<file path="config.mk">
export PLATFORM = sky130hd
export DESIGN_NAME = mc_ctrl_seq
export DESIGN_NICKNAME = d
export VERILOG_FILES = /design/src/rtl/mcs_pkg.sv /design/src/rtl/mcs_classify.sv /design/src/rtl/mcs_next.sv /design/src/rtl/mcs_outs.sv /design/src/rtl/mc_ctrl_seq.sv
export SDC_FILE = /design/constraint.sdc
export NUM_CORES = 1
export LEC_CHECK = 0
export BUFFER_PORTS_ARGS = -buffer_cell sky130_fd_sc_hd__buf_2
export CORE_AREA = 10 10 47 49
export DETAILED_ROUTE_END_ITERATION = 6
export DIE_AREA = 0 0 57 59
export HOLD_SLACK_MARGIN = 0.02
export PLACE_DENSITY = 0.79
export SYNTH_ARGS = -nofsm -noshare
export SYNTH_HDL_FRONTEND = slang
export SYNTH_SLANG_ARGS = --single-unit
</file>
<file path="constraint.sdc">
create_clock -name clk -period 4.85 [get_ports clk]
set_input_delay 0.97 -clock clk [delete_from_list [all_inputs] [get_ports clk]]
set_output_delay 0.97 -clock clk [all_outputs]
set_load 0.03 [all_outputs]
</file>
<file path="src/rtl/mcs_pkg.sv">
package mcs_pkg;
  localparam int SEL_W = 2;

  typedef enum logic [3:0] {
    ST_FETCH, ST_DECODE, ST_MADDR, ST_MRD, ST_MWR,
    ST_LDWB, ST_REXE, ST_RWB, ST_BRCH, ST_JMP
  } state_e;

  typedef enum logic [2:0] {
    CL_RTYPE, CL_LOAD, CL_STORE, CL_BRANCH, CL_JUMP, CL_OTHER
  } iclass_e;

  typedef struct packed {
    logic             addr_sel;
    logic             mem_rd;
    logic             mem_wr;
    logic             ir_ld;
    logic             alu_a_sel;
    logic [SEL_W-1:0] alu_b_sel;
    logic [SEL_W-1:0] alu_op;
    logic [SEL_W-1:0] pc_src;
    logic             pc_ld;
    logic             pc_ld_cond;
    logic             rf_dst_sel;
    logic             rf_wb_sel;
    logic             rf_wr;
  } ctrl_t;
endpackage

</file>
<file path="src/rtl/mcs_classify.sv">
module mcs_classify
  import mcs_pkg::*;
#(
  parameter int          OP_W      = 6,
  parameter logic [OP_W-1:0] OP_RTYPE  = 6'b000000,
  parameter logic [OP_W-1:0] OP_LOAD   = 6'b100011,
  parameter logic [OP_W-1:0] OP_STORE  = 6'b101011,
  parameter logic [OP_W-1:0] OP_BRANCH = 6'b000100,
  parameter logic [OP_W-1:0] OP_JUMP   = 6'b000010
) (
  input  logic [OP_W-1:0] opcode,
  output iclass_e         cls
);
  always_comb begin
    unique case (opcode)
      OP_RTYPE:  cls = CL_RTYPE;
      OP_LOAD:   cls = CL_LOAD;
      OP_STORE:  cls = CL_STORE;
      OP_BRANCH: cls = CL_BRANCH;
      OP_JUMP:   cls = CL_JUMP;
      default:   cls = CL_OTHER;
    endcase
  end
endmodule

</file>
<file path="src/rtl/mcs_next.sv">
module mcs_next
  import mcs_pkg::*;
(
  input  state_e  cur,
  input  iclass_e cls,
  output state_e  nxt
);
  always_comb begin
    nxt = ST_FETCH;
    unique case (cur)
      ST_FETCH:  nxt = ST_DECODE;
      ST_DECODE: begin
        unique case (cls)
          CL_LOAD, CL_STORE: nxt = ST_MADDR;
          CL_RTYPE:          nxt = ST_REXE;
          CL_BRANCH:         nxt = ST_BRCH;
          CL_JUMP:           nxt = ST_JMP;
          default:           nxt = ST_FETCH;
        endcase
      end
      // the memory-address state has to know load from store without the
      // opcode (ignored outside decode), so the class is carried in cls_q
      ST_MADDR:  nxt = (cls == CL_LOAD) ? ST_MRD : ST_MWR;
      ST_MRD:    nxt = ST_LDWB;
      ST_REXE:   nxt = ST_RWB;
      default:   nxt = ST_FETCH;
    endcase
  end
endmodule

</file>
<file path="src/rtl/mcs_outs.sv">
module mcs_outs
  import mcs_pkg::*;
(
  input  state_e cur,
  output ctrl_t  ctl
);
  always_comb begin
    ctl = '0;
    unique case (cur)
      ST_FETCH: begin
        ctl.mem_rd    = 1'b1;
        ctl.ir_ld     = 1'b1;
        ctl.alu_b_sel = 2'd1;
        ctl.pc_ld     = 1'b1;
      end
      ST_DECODE: ctl.alu_b_sel = 2'd3;
      ST_MADDR: begin
        ctl.alu_a_sel = 1'b1;
        ctl.alu_b_sel = 2'd2;
      end
      ST_MRD: begin
        ctl.addr_sel = 1'b1;
        ctl.mem_rd   = 1'b1;
      end
      ST_MWR: begin
        ctl.addr_sel = 1'b1;
        ctl.mem_wr   = 1'b1;
      end
      ST_LDWB: begin
        ctl.rf_wb_sel = 1'b1;
        ctl.rf_wr     = 1'b1;
      end
      ST_REXE: begin
        ctl.alu_a_sel = 1'b1;
        ctl.alu_op    = 2'd2;
      end
      ST_RWB: begin
        ctl.rf_dst_sel = 1'b1;
        ctl.rf_wr      = 1'b1;
      end
      ST_BRCH: begin
        ctl.alu_a_sel  = 1'b1;
        ctl.alu_op     = 2'd1;
        ctl.pc_src     = 2'd1;
        ctl.pc_ld_cond = 1'b1;
      end
      ST_JMP: begin
        ctl.pc_src = 2'd2;
        ctl.pc_ld  = 1'b1;
      end
      default: ctl = '0;
    endcase
  end
endmodule

</file>
<file path="src/rtl/mc_ctrl_seq.sv">
module mc_ctrl_seq
  import mcs_pkg::*;
#(
  parameter int              OP_W      = 6,
  parameter logic [OP_W-1:0] OP_RTYPE  = 6'b000000,
  parameter logic [OP_W-1:0] OP_LOAD   = 6'b100011,
  parameter logic [OP_W-1:0] OP_STORE  = 6'b101011,
  parameter logic [OP_W-1:0] OP_BRANCH = 6'b000100,
  parameter logic [OP_W-1:0] OP_JUMP   = 6'b000010
) (
  input  logic             clk,
  input  logic             rst_n,
  input  logic [OP_W-1:0]  opcode,
  output logic             addr_sel,
  output logic             mem_rd,
  output logic             mem_wr,
  output logic             ir_ld,
  output logic             alu_a_sel,
  output logic [SEL_W-1:0] alu_b_sel,
  output logic [SEL_W-1:0] alu_op,
  output logic [SEL_W-1:0] pc_src,
  output logic             pc_ld,
  output logic             pc_ld_cond,
  output logic             rf_dst_sel,
  output logic             rf_wb_sel,
  output logic             rf_wr
);
  state_e  state_q, state_d;
  iclass_e cls_now, cls_q, cls_sel;
  ctrl_t   ctl;

  mcs_classify #(
    .OP_W(OP_W), .OP_RTYPE(OP_RTYPE), .OP_LOAD(OP_LOAD), .OP_STORE(OP_STORE),
    .OP_BRANCH(OP_BRANCH), .OP_JUMP(OP_JUMP)
  ) u_cls (
    .opcode(opcode),
    .cls   (cls_now)
  );

  // opcode is used live only in decode; elsewhere the latched class rules
  assign cls_sel = (state_q == ST_DECODE) ? cls_now : cls_q;

  mcs_next u_nxt (
    .cur(state_q),
    .cls(cls_sel),
    .nxt(state_d)
  );

  always_ff @(posedge clk or negedge rst_n) begin
    if (!rst_n) begin
      state_q <= ST_FETCH;
      cls_q   <= CL_OTHER;
    end else begin
      state_q <= state_d;
      if (state_q == ST_DECODE) cls_q <= cls_now;
    end
  end

  mcs_outs u_out (
    .cur(state_q),
    .ctl(ctl)
  );

  assign addr_sel   = ctl.addr_sel;
  assign mem_rd     = ctl.mem_rd;
  assign mem_wr     = ctl.mem_wr;
  assign ir_ld      = ctl.ir_ld;
  assign alu_a_sel  = ctl.alu_a_sel;
  assign alu_b_sel  = ctl.alu_b_sel;
  assign alu_op     = ctl.alu_op;
  assign pc_src     = ctl.pc_src;
  assign pc_ld      = ctl.pc_ld;
  assign pc_ld_cond = ctl.pc_ld_cond;
  assign rf_dst_sel = ctl.rf_dst_sel;
  assign rf_wb_sel  = ctl.rf_wb_sel;
  assign rf_wr      = ctl.rf_wr;
endmodule

</file>
==> results of run 1 <==
cell families (layout without fill, tap and decap cells):
group | count (synthesis) | after routing | synth area share
AND/OR/NAND/NOR | 47 | 47 | 0.4593
AO/OA/AOI/OAI | 14 | 14 | 0.1451
buffers and inverters | 8 | 29 | 0.05965
flip-flops | 7 | 7 | 0.2823
multiplexers | 2 | 2 | 0.03976
XOR/XNOR | 1 | 1 | 0.01392
worst max-delay path, stage by stage (launching register included):
cell and delay, ns:
dfrtp_1 0.66, or3b_2 0.53, nor2_1 0.09, buf_2 0.20
sequential cells by signal (all words and copies together) (netlist names):
register and count:
state_q 4, cls_q 3
stage by stage:
step,area (um2),total power [W],hold slack (ns),setup slack [ns]
final,760.7,0.0003146,0.5125,2.148
after global routing,760.7,0.0003338,0.5472,2.044
after floorplan,629.4,0.0002184,0.4815,1.730
after detailed placement,734.5,0.0002607,0.5062,2.433
after CTS,760.7,0.0003156,0.5139,2.157
after global placement,734.5,0.0002568,0.4994,2.449
final timing paths:
| check | start | end | slack (ns) | depth (start not counted) |
|---|---|---|---|---|
| worst max-delay path | state_q[1]$_DFF_PN0_ | alu_op[1] | 2.15 | 3 |
| worst min-delay path | cls_q[0]$_DFF_PN1_ | cls_q[0]$_DFF_PN1_ | 0.51 | 2 |
| worst max register to register | state_q[1]$_DFF_PN0_ | state_q[3]$_DFF_PN0_ | 2.91 | 5 |
| worst min register to register | cls_q[0]$_DFF_PN1_ | cls_q[0]$_DFF_PN1_ | 0.51 | 2 |
| max in group asynchronous | rst_n | cls_q[0]$_DFF_PN1_ | 4.09 | 1 |
| min in group asynchronous | rst_n | state_q[3]$_DFF_PN0_ | 0.53 | 1 |
routing by layer:
metal	vias up	global-route usage
met3	4	0.01717
met5	-	0
met1	263	0.09783
met2	18	0.1581
li1	325	-
met4	0	0.06040
where the power goes:
part / total [W] / switching [W] / leakage [nW] / internal, W
sequential: 0.0000920 / 0.0000229 / 0.0882 / 0.0000691
combinational: 0.000168 / 0.000103 / 0.250 / 0.0000649
clock: 0.0000550 / 0.0000235 / 0.0150 / 0.0000315
total: 0.000315 / 0.000149 / 0.353 / 0.000165
cell usage after synthesis, types with 2 or more instances:
| cell type | count | area, um2 |
|---|---|---|
| a21oi_1 | 4 | 20.02 |
| a31o_1 | 2 | 17.52 |
| buf_1 | 2 | 7.510 |
| buf_4 | 2 | 15.01 |
| clkbuf_1 | 2 | 7.510 |
| dfrtp_1 | 5 | 125.1 |
| dfstp_2 | 2 | 52.55 |
| inv_1 | 2 | 7.510 |
| nand2_1 | 5 | 18.77 |
| nand2b_1 | 4 | 25.02 |
| nor2_1 | 12 | 45.04 |
| nor2b_1 | 3 | 18.77 |
| nor3_1 | 4 | 20.02 |
| nor3b_1 | 3 | 22.52 |
| nor4_1 | 2 | 12.51 |
| nor4b_2 | 2 | 30.03 |
| o21ai_1 | 2 | 10.01 |
| o22ai_1 | 3 | 18.77 |
cell type report:
| type | count | share of cell area |
|---|---|---|
| repair buffers | 23 | 0.1513 |
| clock buffers | 4 | 0.03454 |
| multi-input cells | 64 | 0.5444 |
| inverters | 2 | 0.009868 |
| flip-flops and latches | 7 | 0.2336 |
| well taps | 16 | 0.02632 |
==> flow_summary_export.csv, run 1 <==
group,metric,value,unit
route,ant_nets,0,
global_routing,grt_antenna_before_repair,0,
clocking,clkLatencyLatePin,0.26,ns
critical_path,cp.arrival,1.73,ns
synth,synth_cell_types,36,
synth,ys_seq_elements,7,
clocking,cts_setup_buffers,0,
global_routing,grt_pass1_wl,2587,um
critical_path,worst-path-max-fanout,16,
synth,ys_warn_count,0,
floorplanning,die_w,57,um
global_routing,grt_max_degree,17,
sta,rsz0062_at_grt,"false",
route,drtIter0Drc,5,
final_layout,fillers,148,
clocking,cts_tree,"done",
sta,finalHoldViolCount,0,
pwr,vdd_drop_max,170.4,uV
clocking,cts_resized,0,
floorplanning,placeableCoreArea,0.001401,mm2
route,top_layer_used,"met4",
synth,synth_area,629.4,um2
clocking,h-tree-depth,1,
final_layout,area_delta_synth_final,20.87,%
sta,period_minus_slack,2.702,ns
final_layout,finalCoreUtilization,0.5429,
critical_path,start_kind,"flip-flop",
final_layout,multi_input_area,414.1,um2
route,wl_per_cell,14.02,um
worst_hold_path,hold_path_class,"reg2reg",
critical_path,required,3.88,ns
pwr,p_leak,0.3530,nW
clocking,cts.clk_slew.worst_paths,0.05,ns
floorplanning,dieArea,0.003363,mm2
clocking,root_buffer,"clkbuf_4",
sta,tns,0,ns
clocking,clockBufferDepth,2,
floorplanning,die_h,59,um
final_layout,drive_gt1_frac,0.3700,
synth,syn_nets,87,
global_routing,grt_pass1_vias,611,
sta,period_share,0.5572,
synth,synth_ff_type,"dfrtp_1",
final_layout,n_antenna_cell,0,
synth,synthCells,79,
clocking,cts-buffers-inserted,3,
final_layout,final_cell_mix,"23 x buf_2, 12 x nor2_1, 5 x nand2_1, 5 x dfrtp_1",
synth,async_flop_share,1.000,
route,wl,1626,um
global_routing,grt_usage,0.09087,
floorplanning,ios,24,
place,port_buffers,23,
critical_path,end_kind,"primary output",
global_routing,gr-total-overflow,0,
place,dp_cells,112,
final_layout,final-seq-area,177.7,um2
outcome,status,"finished, final reports clean",
sta,drv_slew,0,
final_layout,layout_commonest_cell,"buf_2",
synth,yosysSeqAreaShare,0.2823,
sta,worst_pin_slew,0.5066,ns
floorplanning,initial_core_util,0.4491,
final_layout,finalNetCount,109,
clocking,cts.sinks,7,
floorplanning,row_count,14,
route,met3_length,83,um
synth,syn_avg_cell_area,7.967,um2
route,viasPerCell,5.259,
sta,slew_headroom,0.6623,
sta,setup_viol,0,
synth,synth-edff-count,0,
final_layout,final_cells,116,
clocking,ctsHoldBuffers,0,
route,first_pass_iters,4,
sta,skew,0.002964,ns
route,wl_met2,783,um
place,dp_hpwl,1262,um
route,drcViolationCount,0,
place,finalWeightedCongestion,0.8380,
sta,fmax,0.3700,GHz
pwr,power_density,413.5,mW/mm2
route,wl_met1,722,um
flow_run,maxCapViolCount,0,
route,num_vias,610,
critical_path,critPathKind,"reg2out",
No activity file was read; power rests on OpenSTA's default activity.
==> run 2: changes to the inputs <==
Settings changed: ABC_AREA from default to 1, CORE_AREA 10 10 47 49 to default, CORE_MARGIN from default to 10, CORE_UTILIZATION from default to 47, DIE_AREA 0 0 57 59 to default.
Clock period 4.85 ns to 2.77 ns, I/O delays scaled along.
==> flow_summary_export.csv, run 2 <==
group,metric,value,unit
route,ant_nets,0,
sta,slew_headroom,0.8129,
sta,setup_viol,0,
final_layout,drive_gt1_frac,0.4463,
route,drtIter0Drc,19,
route,first_pass_iters,4,
place,postPlaceCellArea,758.2,um2
synth,synth_most_common_cell,"nor2_1",
floorplanning,ios,24,
route,viasPerCell,4.522,
global_routing,grt_max_degree,8,
sta,fmax,0.4967,GHz
floorplanning,row_count,13,
sta,period_minus_slack,2.013,ns
synth,synth-compound-area-share,0.03914,
synth,synth_area,639.4,um2
synth,synth_top_family_by_area,"simple AND/OR/NAND/NOR gates",
global_routing,gr-total-overflow,0,
critical_path,critPathBufInv,2,
critical_path,required,2.22,ns
synth,ys_seq_elements,7,
final_layout,finalCoreUtilization,0.6105,
clocking,clockBufferDepth,2,
pwr,power_frac_comb,0.632,
sta,drv_slew,0,
synth,ys_warn_count,0,
critical_path,end_kind,"primary output",
floorplanning,die_h,56.88,um
synth,synth_cell_types,22,
pwr,power_density,823.7,mW/mm2
floorplanning,placeableCoreArea,0.001285,mm2
critical_path,crit_family,"simple AND/OR/NAND/NOR gates",
synth,yosys.area_share.xor_xnor,0,
route,drcViolationCount,0,
synth,synth_top_area_frac,0.1957,
sta,rsz0062_at_grt,"false",
clocking,h-tree-depth,1,
place,dp_hpwl,1240,um
pwr,clkPwrFrac,0.143,
synth,syn_avg_cell_area,6.660,um2
clocking,cts_setup_buffers,0,
synth,synthSimpleGateAreaFrac,0.5205,
synth,yosysSeqAreaShare,0.2779,
synth,synth_ff_type,"dfrtp_1",
floorplanning,die_w,56.88,um
outcome,status,"finished, final reports clean",
final_layout,n_antenna_cell,0,
synth,synth_area_leader_cell,"dfrtp_1",
critical_path,cp.depth,5,
global_routing,grt_usage,0.09030,
sta,worst_pin_slew,0.2784,ns
critical_path,critPathCapture,"addr_sel",
clocking,clkLatencyLatePin,0.25,ns
sta,finalHoldViolCount,0,
route,wl,1402,um
critical_path,r2r_end,"state_q[2]$_DFF_PN0_",
clocking,cts-buffers-inserted,3,
global_routing,grt_pass1_wl,2463,um
critical_path,start_kind,"flip-flop",
final_layout,final_cell_mix,"23 x buf_2, 20 x nor2_1, 16 x inv_1",
final_layout,fillers,119,
worst_hold_path,hold_path_class,"in2async",
route,num_vias,615,
sta,period_share,0.7268,
critical_path,cp.arrival,1.46,ns
clocking,ctsHoldBuffers,0,
sta,tns,0,ns
global_routing,grt_antenna_before_repair,0,
critical_path,crit_chain,"inv_1 > nand2_8 > nor3_1 > or2_2 > buf_2",
synth,yosys-top-cells-area,"dfrtp_1 20%, nor2_1 12%, inv_1 9.4%",
critical_path,critPathKind,"reg2out",
critical_path,worst-r2r-cell-count,10,
final_layout,area_delta_synth_final,22.70,%
synth,muxShareOfSynthArea,0,
final_layout,finalNetCount,130,
flow_run,maxCapViolCount,0,
sta,fin_hold_ws,0.1169,ns
floorplanning,dieArea,0.003235,mm2
critical_path,critPathSlowestCell,"dfrtp_1",
synth,synth-edff-count,0,
place,pre_cts_ws,1.032,ns
pwr,seqPwrFrac,0.225,
pwr,p_leak,0.4632,nW
final_layout,finalInstanceArea,784.5,um2
floorplanning,initial_core_util,0.4976,
synth,async_flop_share,1.000,
final_layout,layout_commonest_cell,"buf_2",
final_layout,largest_reg_flops,4,
sta,worst_slack,0.7567,ns
final_layout,reg_top3,"state_q (4), cls_q (3)",
place,port_buffers,23,
clocking,cts_resized,0,
pwr,internal_power,0.0003070,W
pwr,switching_power,0.0003392,W
critical_path,crit_start,"state_q[2]$_DFF_PN0_",
final_layout,largest-register,"state_q",
sta,skew,0.006397,ns
critical_path,worst-path-max-fanout,6,
synth,synthCells,96,
place,finalWeightedCongestion,0.8637,
pwr,vdd_drop_max,524.4,uV
critical_path,r2r_slack,1.37,ns
route,wl_per_cell,10.31,um
clocking,cts.clk_slew.worst_paths,0.05,ns
clocking,cts_tree,"done",
synth,ys_top_cells_by_count,"20 x nor2_1, 16 x inv_1, 10 x nand2_1",
synth,syn_nets,104,
clocking,root_buffer,"clkbuf_4",
global_routing,grt_pass1_vias,619,
pwr,switching_share,0.5249,
critical_path,rr_startpoint,"state_q[1]$_DFF_PN0_",
critical_path,cpPeakStageDelay,0.37,ns
clocking,cts.sinks,7,
synth,synthAdderAreaFrac,0,
==> run 2: changes by cell type in the layout (fill, tap and decap cells not counted), moves of 4 or more <==
| cell | previous run | this run |
|---|---|---|
| inv_1 | 2 | 16 |
| inv_2 | 0 | 6 |
| nand2_1 | 5 | 10 |
| nand2_2 | 0 | 6 |
| nand2b_1 | 4 | 0 |
| nand3_1 | 1 | 8 |
| nor2_1 | 12 | 20 |
==> run 2: worst min-delay path by stage <==
| stage | from | to | cells past startpoint |
|---|---|---|---|
| finish | rst_n | state_q[0]$_DFF_PN0_ | 1 |
| global placement | rst_n | state_q[2]$_DFF_PN0_ | 1 |
| CTS | rst_n | state_q[3]$_DFF_PN0_ | 1 |
| floorplan | rst_n | cls_q[1]$_DFF_PN0_ | 0 |
| detailed placement | rst_n | state_q[3]$_DFF_PN0_ | 1 |
| global route | rst_n | state_q[0]$_DFF_PN0_ | 1 |
==> run 2: per-stage QoR <==
step                std cells  power (W)
detailed placement        132  0.0005599
floorplan                  96  0.0004669
global route              136  0.0006996
CTS                       136  0.0006532
finish                    136  0.0006462
global placement          132  0.0005562
==> run 2: layout make-up <==
| class | count | area [um2] | area share |
|---|---|---|---|
| clock buffers | 4 | 26.28 | 0.03349 |
| inverters | 23 | 88.84 | 0.1132 |
| multi-input cells | 64 | 357.8 | 0.4561 |
| flip-flops and latches | 7 | 177.7 | 0.2265 |
| well taps | 15 | 18.77 | 0.02392 |
| repair buffers | 23 | 115.1 | 0.1467 |
==> run 2: power by group through the flow <==
stage                     Combinational, W  Sequential (W)  Clock (W)
after floorplan                   0.000323        0.000144          0
after global placement            0.000410        0.000146          0
after detailed placement          0.000412        0.000148          0
after CTS                         0.000414        0.000146  0.0000937
after global routing              0.000447        0.000149   0.000103
final                             0.000408        0.000146  0.0000921
==> run 2: cells by family after synthesis <==
group	count (synthesis)
compound gates	4
simple gates	60
flops	7
buf+inv	25
==> run 2: routing by layer <==
layer,up-vias,global-route usage,share of wire
met5,-,0,0
met4,0,0.03691,0.010
met3,2,0.04944,0.078
met2,12,0.1550,0.52
met1,266,0.08706,0.39
li1,335,-,-
